File: src/rtl/disk_xfer_pkg.sv
package disk_xfer_pkg;
  localparam int unsigned REG_W  = 8;
  localparam int unsigned REG_AW = 3;

  typedef enum logic [REG_AW-1:0] {
    A_MASTER = 3'd0,
    A_WDATA  = 3'd1,
    A_CTRL   = 3'd2,
    A_STATUS = 3'd3,
    A_RDATA  = 3'd4,
    A_DRIVE  = 3'd5
  } reg_addr_e;

  typedef struct packed {
    logic irq_en;
    logic crc_en;
    logic crc_xfer;
    logic mirror_h;
    logic mode_read;
    logic motor_stop;
    logic xfer_run;
  } ctrl_t;

  localparam ctrl_t CTRL_RST = '{irq_en: 1'b0, crc_en: 1'b0, crc_xfer: 1'b0,
                                 mirror_h: 1'b0, mode_read: 1'b0,
                                 motor_stop: 1'b1, xfer_run: 1'b0};

  function automatic ctrl_t decode_ctrl(input logic [REG_W-1:0] d);
    ctrl_t c;
    c.irq_en     = d[7];
    c.crc_en     = d[6];
    c.crc_xfer   = d[4];
    c.mirror_h   = d[3];
    c.mode_read  = d[2];
    c.motor_stop = d[1];
    c.xfer_run   = d[0];
    return c;
  endfunction
endpackage

File: src/rtl/disk_xfer_crc.sv
module disk_xfer_crc #(
  parameter int unsigned       CRC_W    = 16,
  parameter logic [CRC_W-1:0]  CRC_POLY = 16'h8408
) (
  input  logic clk_i,
  input  logic rst_ni,
  input  logic en_i,
  input  logic step_i,
  input  logic bit_i,
  output logic crc_bit_o,
  output logic err_o
);
  logic [CRC_W-1:0] crc_q, crc_nxt;
  logic             fb;

  assign fb      = crc_q[0] ^ bit_i;
  assign crc_nxt = (crc_q >> 1) ^ (fb ? CRC_POLY : '0);

  always_ff @(posedge clk_i or negedge rst_ni) begin
    if (!rst_ni)     crc_q <= '0;
    else if (!en_i)  crc_q <= '0;
    else if (step_i) crc_q <= crc_nxt;
  end

  assign crc_bit_o = crc_q[0];
  assign err_o     = |crc_q;

  AST_CRC_CLEARED_WHEN_OFF: assert property (@(posedge clk_i) disable iff (!rst_ni)
    !en_i |=> !err_o) else $error("crc not cleared");
  AST_CRC_HOLDS_IDLE: assert property (@(posedge clk_i) disable iff (!rst_ni)
    en_i && !step_i |=> $stable(crc_q)) else $error("crc moved idle");
endmodule

File: src/rtl/disk_xfer_shift.sv
module disk_xfer_shift #(
  parameter int unsigned DATA_W = 8,
  localparam int unsigned CNT_W = (DATA_W > 1) ? $clog2(DATA_W) : 1
) (
  input  logic              clk_i,
  input  logic              rst_ni,
  input  logic              run_i,
  input  logic              mode_read_i,
  input  logic              crc_xfer_i,
  input  logic              crc_bit_i,
  input  logic              bit_en_i,
  input  logic              ser_rd_i,
  input  logic [DATA_W-1:0] wr_data_i,
  input  logic              flag_clr_i,
  output logic              ser_wr_o,
  output logic              step_o,
  output logic              crc_in_o,
  output logic              byte_rise_o,
  output logic              byte_flag_o,
  output logic [DATA_W-1:0] rd_data_o
);
  localparam logic [CNT_W-1:0] LAST = CNT_W'(DATA_W - 1);

  logic [CNT_W-1:0]  cnt_q;
  logic [DATA_W-1:0] out_sr_q, in_sr_q, in_nxt;
  logic              last, tx_bit;

  assign step_o      = bit_en_i & run_i;
  assign last        = (cnt_q == LAST);
  assign byte_rise_o = step_o & last;
  assign in_nxt      = {ser_rd_i, in_sr_q[DATA_W-1:1]};
  assign tx_bit      = crc_xfer_i ? crc_bit_i : out_sr_q[0];
  assign ser_wr_o    = mode_read_i ? 1'b0 : tx_bit;
  assign crc_in_o    = mode_read_i ? ser_rd_i : tx_bit;

  always_ff @(posedge clk_i or negedge rst_ni) begin
    if (!rst_ni)     cnt_q <= '0;
    else if (!run_i) cnt_q <= '0;
    else if (step_o) cnt_q <= last ? '0 : cnt_q + 1'b1;
  end

  // output register tracks the holding register while idle, reloads per byte
  always_ff @(posedge clk_i or negedge rst_ni) begin
    if (!rst_ni)     out_sr_q <= '0;
    else if (!run_i) out_sr_q <= wr_data_i;
    else if (step_o) out_sr_q <= last ? wr_data_i : (out_sr_q >> 1);
  end

  always_ff @(posedge clk_i or negedge rst_ni) begin
    if (!rst_ni) begin
      in_sr_q   <= '0;
      rd_data_o <= '0;
    end else if (step_o) begin
      in_sr_q <= in_nxt;
      if (last) rd_data_o <= in_nxt;
    end
  end

  always_ff @(posedge clk_i or negedge rst_ni) begin
    if (!rst_ni)          byte_flag_o <= 1'b0;
    else if (byte_rise_o) byte_flag_o <= 1'b1;
    else if (flag_clr_i)  byte_flag_o <= 1'b0;
  end

  AST_FLAG_NEEDS_BIT: assert property (@(posedge clk_i) disable iff (!rst_ni)
    $rose(byte_flag_o) |-> $past(bit_en_i && run_i)) else $error("flag w/o bit");
  AST_HOLD_CLEARS_COUNT: assert property (@(posedge clk_i) disable iff (!rst_ni)
    !run_i |=> cnt_q == '0) else $error("count not held");
  AST_TX_LSB_FIRST: assert property (@(posedge clk_i) disable iff (!rst_ni)
    step_o && !last |=> out_sr_q[DATA_W-2:0] == $past(out_sr_q[DATA_W-1:1]))
    else $error("tx shift order");
  AST_RD_STABLE_MIDBYTE: assert property (@(posedge clk_i) disable iff (!rst_ni)
    !byte_rise_o |=> $stable(rd_data_o)) else $error("rd data moved");
endmodule

File: src/rtl/disk_xfer_regs.sv
module disk_xfer_regs
  import disk_xfer_pkg::*;
#(
  parameter int unsigned DATA_W = REG_W
) (
  input  logic              clk_i,
  input  logic              rst_ni,
  input  logic [REG_AW-1:0] reg_addr_i,
  input  logic              reg_wr_i,
  input  logic              reg_rd_i,
  input  logic [REG_W-1:0]  reg_wdata_i,
  output logic [REG_W-1:0]  reg_rdata_o,
  input  logic              byte_rise_i,
  input  logic              byte_flag_i,
  input  logic              crc_err_i,
  input  logic [DATA_W-1:0] rd_data_i,
  input  logic              drv_absent_i,
  input  logic              drv_not_ready_i,
  input  logic              drv_protect_i,
  input  logic              drv_eoh_i,
  output ctrl_t             ctrl_o,
  output logic [DATA_W-1:0] wr_data_o,
  output logic              flag_clr_o,
  output logic              irq_o
);
  logic disk_en_q, disk_en_d;
  logic wr_master, wr_wdata, wr_ctrl, rd_status, rd_rdata, irq_ack;
  logic [REG_W-1:0] status_v, drive_v;

  assign wr_master = reg_wr_i && (reg_addr_i == A_MASTER);
  assign wr_wdata  = reg_wr_i && (reg_addr_i == A_WDATA);
  assign wr_ctrl   = reg_wr_i && (reg_addr_i == A_CTRL);
  assign rd_status = reg_rd_i && (reg_addr_i == A_STATUS);
  assign rd_rdata  = reg_rd_i && (reg_addr_i == A_RDATA);

  assign flag_clr_o = wr_wdata | rd_status | rd_rdata;
  assign irq_ack    = flag_clr_o | wr_ctrl;
  assign disk_en_d  = wr_master ? reg_wdata_i[0] : disk_en_q;

  always_ff @(posedge clk_i or negedge rst_ni) begin
    if (!rst_ni) begin
      disk_en_q <= 1'b0;
      ctrl_o    <= CTRL_RST;
      wr_data_o <= '0;
    end else begin
      disk_en_q <= disk_en_d;
      if (wr_ctrl)  ctrl_o    <= decode_ctrl(reg_wdata_i);
      if (wr_wdata) wr_data_o <= reg_wdata_i[DATA_W-1:0];
    end
  end

  // new boundary wins over a same-cycle acknowledge
  always_ff @(posedge clk_i or negedge rst_ni) begin
    if (!rst_ni)                           irq_o <= 1'b0;
    else if (!disk_en_d)                   irq_o <= 1'b0;
    else if (byte_rise_i && ctrl_o.irq_en) irq_o <= 1'b1;
    else if (irq_ack)                      irq_o <= 1'b0;
  end

  assign status_v = {~drv_absent_i & ~drv_not_ready_i, drv_eoh_i, 1'b0, crc_err_i,
                     2'b00, byte_flag_i, 1'b0};
  assign drive_v  = {5'b0, drv_protect_i, drv_not_ready_i, drv_absent_i};

  always_comb begin
    unique case (reg_addr_i)
      A_MASTER: reg_rdata_o = {7'b0, disk_en_q};
      A_WDATA:  reg_rdata_o = REG_W'(wr_data_o);
      A_CTRL:   reg_rdata_o = {ctrl_o.irq_en, ctrl_o.crc_en, 1'b1, ctrl_o.crc_xfer,
                               ctrl_o.mirror_h, ctrl_o.mode_read, ctrl_o.motor_stop,
                               ctrl_o.xfer_run};
      A_STATUS: reg_rdata_o = status_v;
      A_RDATA:  reg_rdata_o = REG_W'(rd_data_i);
      A_DRIVE:  reg_rdata_o = drive_v;
      default:  reg_rdata_o = '0;
    endcase
  end

  AST_IRQ_NEEDS_BOUNDARY: assert property (@(posedge clk_i) disable iff (!rst_ni)
    $rose(irq_o) |-> $past(byte_rise_i)) else $error("irq w/o byte");
  AST_MASTER_OFF_NO_IRQ: assert property (@(posedge clk_i) disable iff (!rst_ni)
    !disk_en_q |-> !irq_o) else $error("irq while disabled");
  AST_ACK_DROPS_IRQ: assert property (@(posedge clk_i) disable iff (!rst_ni)
    irq_ack && !byte_rise_i |=> !irq_o) else $error("ack ignored");
endmodule

File: src/rtl/disk_xfer_ctrl.sv
module disk_xfer_ctrl
  import disk_xfer_pkg::*;
#(
  parameter int unsigned      DATA_W   = REG_W,
  parameter int unsigned      CRC_W    = 16,
  parameter logic [CRC_W-1:0] CRC_POLY = 16'h8408
) (
  input  logic              clk_i,
  input  logic              rst_ni,
  input  logic [REG_AW-1:0] reg_addr_i,
  input  logic              reg_wr_i,
  input  logic              reg_rd_i,
  input  logic [REG_W-1:0]  reg_wdata_i,
  output logic [REG_W-1:0]  reg_rdata_o,
  input  logic              bit_en_i,
  input  logic              ser_rd_i,
  input  logic              drv_absent_i,
  input  logic              drv_not_ready_i,
  input  logic              drv_protect_i,
  input  logic              drv_eoh_i,
  output logic              ser_wr_o,
  output logic              motor_stop_o,
  output logic              mode_read_o,
  output logic              mirror_h_o,
  output logic              irq_o
);
  ctrl_t             ctrl;
  logic [DATA_W-1:0] wr_data, rd_data;
  logic flag_clr, byte_rise, byte_flag, step, crc_in, crc_bit, crc_err, run;

  assign run          = ctrl.xfer_run & ~ctrl.motor_stop;
  assign motor_stop_o = ctrl.motor_stop;
  assign mode_read_o  = ctrl.mode_read;
  assign mirror_h_o   = ctrl.mirror_h;

  disk_xfer_regs #(.DATA_W(DATA_W)) u_regs (
    .clk_i, .rst_ni, .reg_addr_i, .reg_wr_i, .reg_rd_i, .reg_wdata_i, .reg_rdata_o,
    .byte_rise_i(byte_rise), .byte_flag_i(byte_flag), .crc_err_i(crc_err),
    .rd_data_i(rd_data), .drv_absent_i, .drv_not_ready_i, .drv_protect_i, .drv_eoh_i,
    .ctrl_o(ctrl), .wr_data_o(wr_data), .flag_clr_o(flag_clr), .irq_o
  );

  disk_xfer_shift #(.DATA_W(DATA_W)) u_shift (
    .clk_i, .rst_ni, .run_i(run), .mode_read_i(ctrl.mode_read),
    .crc_xfer_i(ctrl.crc_xfer), .crc_bit_i(crc_bit), .bit_en_i, .ser_rd_i,
    .wr_data_i(wr_data), .flag_clr_i(flag_clr), .ser_wr_o, .step_o(step),
    .crc_in_o(crc_in), .byte_rise_o(byte_rise), .byte_flag_o(byte_flag),
    .rd_data_o(rd_data)
  );

  disk_xfer_crc #(.CRC_W(CRC_W), .CRC_POLY(CRC_POLY)) u_crc (
    .clk_i, .rst_ni, .en_i(ctrl.crc_en), .step_i(step), .bit_i(crc_in),
    .crc_bit_o(crc_bit), .err_o(crc_err)
  );

  AST_MOTOR_FOLLOWS_CTRL: assert property (@(posedge clk_i) disable iff (!rst_ni)
    reg_wr_i && reg_addr_i == A_CTRL |=> motor_stop_o == $past(reg_wdata_i[1]))
    else $error("motor bit");
  AST_IDLE_NO_READ_TX: assert property (@(posedge clk_i) disable iff (!rst_ni)
    mode_read_o |-> !ser_wr_o) else $error("tx in read mode");
endmodule

File: config.mk
export PLATFORM = sky130hd
export DESIGN_NAME = disk_xfer_ctrl
export DESIGN_NICKNAME = d
export VERILOG_FILES = /design/src/rtl/disk_xfer_pkg.sv /design/src/rtl/disk_xfer_crc.sv /design/src/rtl/disk_xfer_shift.sv /design/src/rtl/disk_xfer_regs.sv /design/src/rtl/disk_xfer_ctrl.sv
export SDC_FILE = /design/constraint.sdc
export NUM_CORES = 1
export LEC_CHECK = 0
export ABC_AREA = 0
export ABC_CLOCK_PERIOD_IN_PS = 2000
export CAP_MARGIN = 20
export CORE_MARGIN = 4
export CORE_UTILIZATION = 62
export DETAILED_ROUTE_END_ITERATION = 8
export DONT_BUFFER_PORTS = 1
export HOLD_SLACK_MARGIN = 0.1
export PLACE_DENSITY = 0.87
export SLEW_MARGIN = 20
export SYNTH_ARGS = -nofsm -noshare
export SYNTH_HDL_FRONTEND = slang
export SYNTH_SLANG_ARGS = --single-unit
File: constraint.sdc
create_clock -name clk_i -period 2 [get_ports clk_i]
set_clock_uncertainty 0.05 [all_clocks]
set_input_delay 0.2 -clock clk_i [delete_from_list [all_inputs] [get_ports clk_i]]
set_output_delay 0.2 -clock clk_i [all_outputs]
set_load 0.05 [all_outputs]
## Word-level counts from Yosys, hierarchy flattened

Index checks and enable logic that the tools add are counted.

| storage, ports and cells | value |
|---|---|
| register bits | 61 |
| RAM bits | 0 |
| bits in latches | 0 |
| memories kept | 0 |
| input bits | 21 |
| output and inout bits | 13 |
| word-level logic and storage cells | 67 |
| bits in read-only memories | 0 |

| cells by class | value |
|---|---|
| multiply operators | 0 |
| shifts and indexed selects | 0 |
| reductions and logical operators | 10 |
| equality and inequality tests | 9 |
| magnitude comparators | 0 |
| bitwise operators | 12 |
| add/subtract/negate cells | 1 |
| muxes and demuxes | 19 |
| divide/modulo/power cells | 0 |

Operators with widths:

| operator | count |
|---|---|
| $mux W16 | 3 |
| $pmux W8 S6 | 1 |
| $mux W8 | 3 |
| $reduce_or A16 Y1 | 1 |
| $xor A15 B16 Y16 | 1 |
| $eq A3 B3 Y1 const B | 3 |
| $mux W1 | 9 |
| $mux W3 | 3 |
| $eq A3 B2 Y1 const B | 2 |
| $logic_and A1 B1 Y1 | 6 |
| $and A1 B1 Y1 | 4 |
| $add A3 B1 Y3 const B | 1 |
| $eq A3 B1 Y1 const B | 1 |
| $logic_not A3 Y1 | 1 |
| $ne A3 B3 Y1 const B | 1 |
| $not A1 Y1 | 3 |
| $or A1 B1 Y1 | 3 |
| $ne A2 B1 Y1 const B | 1 |
| $ne A2 B2 Y1 const B | 1 |
| $reduce_and A2 Y1 | 1 |
| $reduce_bool A2 Y1 | 1 |
| $xor A1 B1 Y1 | 1 |

## Logic depth before layout (Yosys ltp)

| depth | value |
|---|---|
| depth after elaboration | 8 |
| depth in mapped cells | 6 |
| gate-level depth less buffers | 5 |

## Modules after synthesis

Synthesis repeated with hierarchy kept, for this count alone.

| unflattened totals | value |
|---|---|
| cell total of the unflattened synthesis | 238 |
| area, all modules | 2974.1 um^2 |

By module, submodules not included:

| module | sequential area each (um^2) | cells each | times used | area an instance (um^2) |
|---|---|---|---|---|
| disk_xfer_shift | 675.6 | 90 | 1 | 1238.7 |
| disk_xfer_regs | 426.7 | 85 | 1 | 975.9 |
| disk_xfer_crc | 400.4 | 62 | 1 | 745.7 |
| disk_xfer_ctrl | 0.0 | 1 | 1 | 13.8 |

## Least setup slack after synthesis

No wires, ideal clock.

| timing | value |
|---|---|
| kind | register -> output |
| from | register u_regs.ctrl_o[2] (netlist bit) |
| to | output port reg_rdata_o[2] |
| stages on the path, launching flop included | 3 |
| slack | -274 ps |
| buffers on the path | 0 |
| arrival time | 2024 ps |
| path through | dfrtp_1 nand2_1 o32ai_1 |

| on the way | value |
|---|---|
| word-level cells in the longest chain between the ends | 1 |

Ends and longest elaborated chain:

| what | line | source |
|---|---|---|
| start, declared | disk_xfer_regs.sv:21 | `output ctrl_t ctrl_o,` |
| start signal, assigned | disk_xfer_regs.sv:47 | `if (wr_ctrl) ctrl_o <= decode_ctrl(reg_wdata_i);` |
| $pmux W8 S6 | disk_xfer_regs.sv:65 | `unique case (reg_addr_i)` |
| end, declared | disk_xfer_ctrl.sv:14 | `output logic [REG_W-1:0] reg_rdata_o,` |

No other way between the ends.

## Final worst setup path

| timing | value |
|---|---|
| from | register u_crc.crc_q[0] |
| to | output port reg_rdata_o[4] |

| on the way | value |
|---|---|
| word-level cells in the longest chain between the ends | 2 |

Ends and longest elaborated chain:

| what | line | source |
|---|---|---|
| start, declared | disk_xfer_crc.sv:13 | `logic [CRC_W-1:0] crc_q, crc_nxt;` |
| start signal, assigned | disk_xfer_crc.sv:22 | `else if (step_i) crc_q <= crc_nxt;` |
| $reduce_or A16 Y1 | disk_xfer_crc.sv:26 | `assign err_o = \|crc_q;` |
| $pmux W8 S6 | disk_xfer_regs.sv:65 |  |

No other way between the ends.

==> metrics.md <==
| Metric | Value |
|---|---|
| Outcome | `completed` |
| RSZ-0062 raised after global routing | `no` |
| Syn-to-layout area delta | `16.9%` |
| Cell with the most instances after synthesis | `nand2_1` |
| I/O pin cnt | `34` |
| Synth top area share | `52.1%` |
| Fillers | `269` |
| Core region area | `4380 sq um` |
| Syn Nets | `289` |
| Vias after detailed routing | `2,146` |
| CTS max path bufs | `2` |
| Seq cells post-synth | `60` |
| CTS tree | `yes` |
| Htree depth | `3` |
| Layout cells sized above 1 | `23.6%` |
| Post-CTS Setup Repair Bufs | `0` |
| Clock root cell | `clkbuf_8` |
| Critical path peak fanout | `5` |
| DIE WIDTH | `75.6 microns` |
| TritonCTS Sinks | `60` |
| Clk_lat worst skew | `0.33 ns` |
| Placement-stage cell area | `2960 sq um` |
| Worst slew pin tran | `0.963 ns` |
| Crit path required time | `1.75 ns` |
| Cells taking the most area after synthesis | `dfrtp_1 (52%), mux2_2 (11%), nand2_1 (9.3%)` |
| First-pass GRT wire length | `11.5 mm` |
| Slew margin rel. | `35.6%` |
| First DRT Iteration DRCs | `201` |
| Avg Cell Area, Syn | `10.7 sq um` |
| Crit Path Category | `flop to primary output` |
| Period minus WS final | `1.88 ns` |
| CTS Buf Count | `9` |
| PwrDens | `984 nW/um^2` |
| Leakage | `0.00146 uW` |
| Fin area | `3310 sq um` |
| Synth Flop Type | `dfrtp_1` |
| Residual DRC | `0` |
| Final hold vios | `0` |
| Vias in the first global route | `2,289` |
| Hold Path Class | `input pin to flop` |
| Synth unique cells | `35` |
| GRT Resource Usage Total | `27.8%` |
| Crit end category | `primary output` |
| GRT overflow | `0` |
| Fmax | `531 MHz` |
| Final Max Tran Viols | `0` |
| Port bufs | `0` |
| Antenna-violating nets left | `0` |
| Pin count of the biggest net entering global routing | `61` |
| WL per Instance | `19.7 microns` |
| YS warnings | `0` |
| Detailed Route WL | `6.88 mm` |
| Final number of setup-violating endpoints | `0` |
| Share of the clock period used by the worst path | `94.1%` |
| Post-synth EDFFs | `0` |
| Max-cap violations | `0` |
| Register area share after synthesis | `53.0%` |
| Setup tns final | `0 ns` |
| DRT Pass-1 Iters | `5` |
| Die Y | `75.6 microns` |
| DR vias/cell | `6.15` |
| Post-synth top cells | `nand2_1 (70), dfrtp_1 (59), mux2_2 (28), o21ai_0 (16), a21boi_0 (15)` |
| Initial antenna violation count | `0` |
| Ant diodes | `0` |
| Final Wtd Congestion | `0.843` |
| DP HPWL | `4.16 mm` |
| Initial Util | `64.6%` |
| Worst Path Arrival | `1.63 ns` |
| Nets | `317` |
| # rows | `24` |
| Reg clk slew, reported paths | `0.07 ns` |
| Register area | `1500 sq um` |
| Share of synthesized flip-flops with an asynchronous set or reset | `100%` |
| Overall Power | `3260 uW` |
| Die area | `5720 sq um` |
| Area of the multi-input gates | `1300 sq um` |
| Max VDD drop | `0.491 mV` |
| Startpoint type of the worst setup path | `flop` |
| Mapped Area | `2830 sq um` |
| Area leader, netlist | `dfrtp_1` |
| Cells after Synth | `266` |
[worst paths after layout]
path                       cells past startpoint  slack, ns                         endpoint                      startpoint
max reg2reg                                    3       0.14  u_shift.out_sr_q[3]$_DFFE_PN0P_    u_regs.ctrl_o[1]$_DFFE_PN1P_
min                                            2       0.13     u_regs.ctrl_o[6]$_DFFE_PN0P_                   reg_addr_i[0]
max                                            5       0.12                   reg_rdata_o[4]      u_crc.crc_q[0]$_DFFE_PN0P_
min in group asynchronous                      2       0.40       u_regs.disk_en_q$_DFF_PN0_                          rst_ni
min reg2reg                                    2       0.44   u_shift.in_sr_q[6]$_DFFE_PN0N_  u_shift.in_sr_q[7]$_DFFE_PN0N_
max in group asynchronous                      2       1.20     u_regs.ctrl_o[1]$_DFFE_PN1P_                          rst_ni
[cell usage in the layout (no fill, tap or decap), types with 2 or more instances in the layout]
cell type      instances
nor2_1                 6
mux2_2                28
o21ai_1                5
nand2b_1               4
ha_1                   2
o21ai_0               11
mux2i_1                8
nor2b_1                4
inv_1                  3
dfrtp_1               58
clkinv_2               3
clkbuf_8              10
nand2_1               70
a21boi_0              15
nand3_1                2
xnor2_1                2
a22o_1                 2
nor4_2                 3
buf_4                 14
a22oi_1                6
dlygate4sd3_1         14
o32ai_2                2
a21oi_1                5
[sequential cells by signal, summed over array words and instances (netlist names)]
signal	flops
u_crc.crc_q	16
u_regs.wr_data_o	8
u_shift.out_sr_q	8
u_shift.rd_data_o	8
u_regs.ctrl_o	7
u_shift.in_sr_q	7
u_shift.cnt_q	3
u_regs.disk_en_q	1
u_regs.irq_o	1
u_shift.byte_flag_o	1
[worst max-delay path: stages, from the launching register on]
cell,delay (ns)
dfrtp_2,0.45
nor4_2,0.28
nand4_1,0.15
nand3_1,0.12
o211ai_1,0.10
buf_4,0.21
[where the power goes]
part	leakage [uW]	total, uW	switching, uW	internal (uW)
Clock	0.0000848	903	440	463
Combinational	0.000591	755	442	312
Sequential	0.000783	1600	176	1430
Total	0.00146	3260	1060	2200
[per-layer routing]
metal / global-route usage [%] / wire (microns) / up-vias
met5: 0 / 0 / -
met1: 31.8 / 2720 / 1043
li1: - / - / 986
met2: 44.5 / 3400 / 91
met4: 14.6 / 241 / 0
met3: 11.6 / 513 / 26
[kinds of logic (layout without fill, tap and decap cells)]
logic type	Yosys count	in the layout	synth area share, %
multiplexers	37	37	14.7
buffers and inverters	15	46	2.38
XOR/XNOR	2	2	0.618
AND/OR/NAND/NOR	100	100	16.0
adder cells (fa/ha/maj)	2	2	0.883
AO/OA/AOI/OAI	50	50	12.3
flip-flops	60	60	53.0
[cell type report]
type                       instances  share of cell area [%]
timing repair buffer              29                    8.24
tap                               52                    1.96
clock buffer                      11                    4.27
multi-input combinational        191                    39.3
sequential                        60                    45.4
inverter                           3                   0.340
clock inverter                     3                   0.453
[what timing repair did]
item	in CTS	in global routing
setup endpoints to repair	0	2
hold buffers	15	0
endpoints found under the hold margin	80	0
resized for setup	0	5
[per-stage QoR]
stage,utilization (%),std cells,setup WS [ns],hold WS (ns)
2_1_floorplan,-,266,0.0851,-0.146
3_3_place_gp,67.6,320,0.245,-0.144
3_5_place_dp,67.6,320,0.200,-0.144
4_1_cts,75.0,349,0.0759,0.123
5_1_grt,75.5,349,0.00114,0.113
6_report,75.5,349,0.118,0.127
Power figures use the tool's default switching activity.
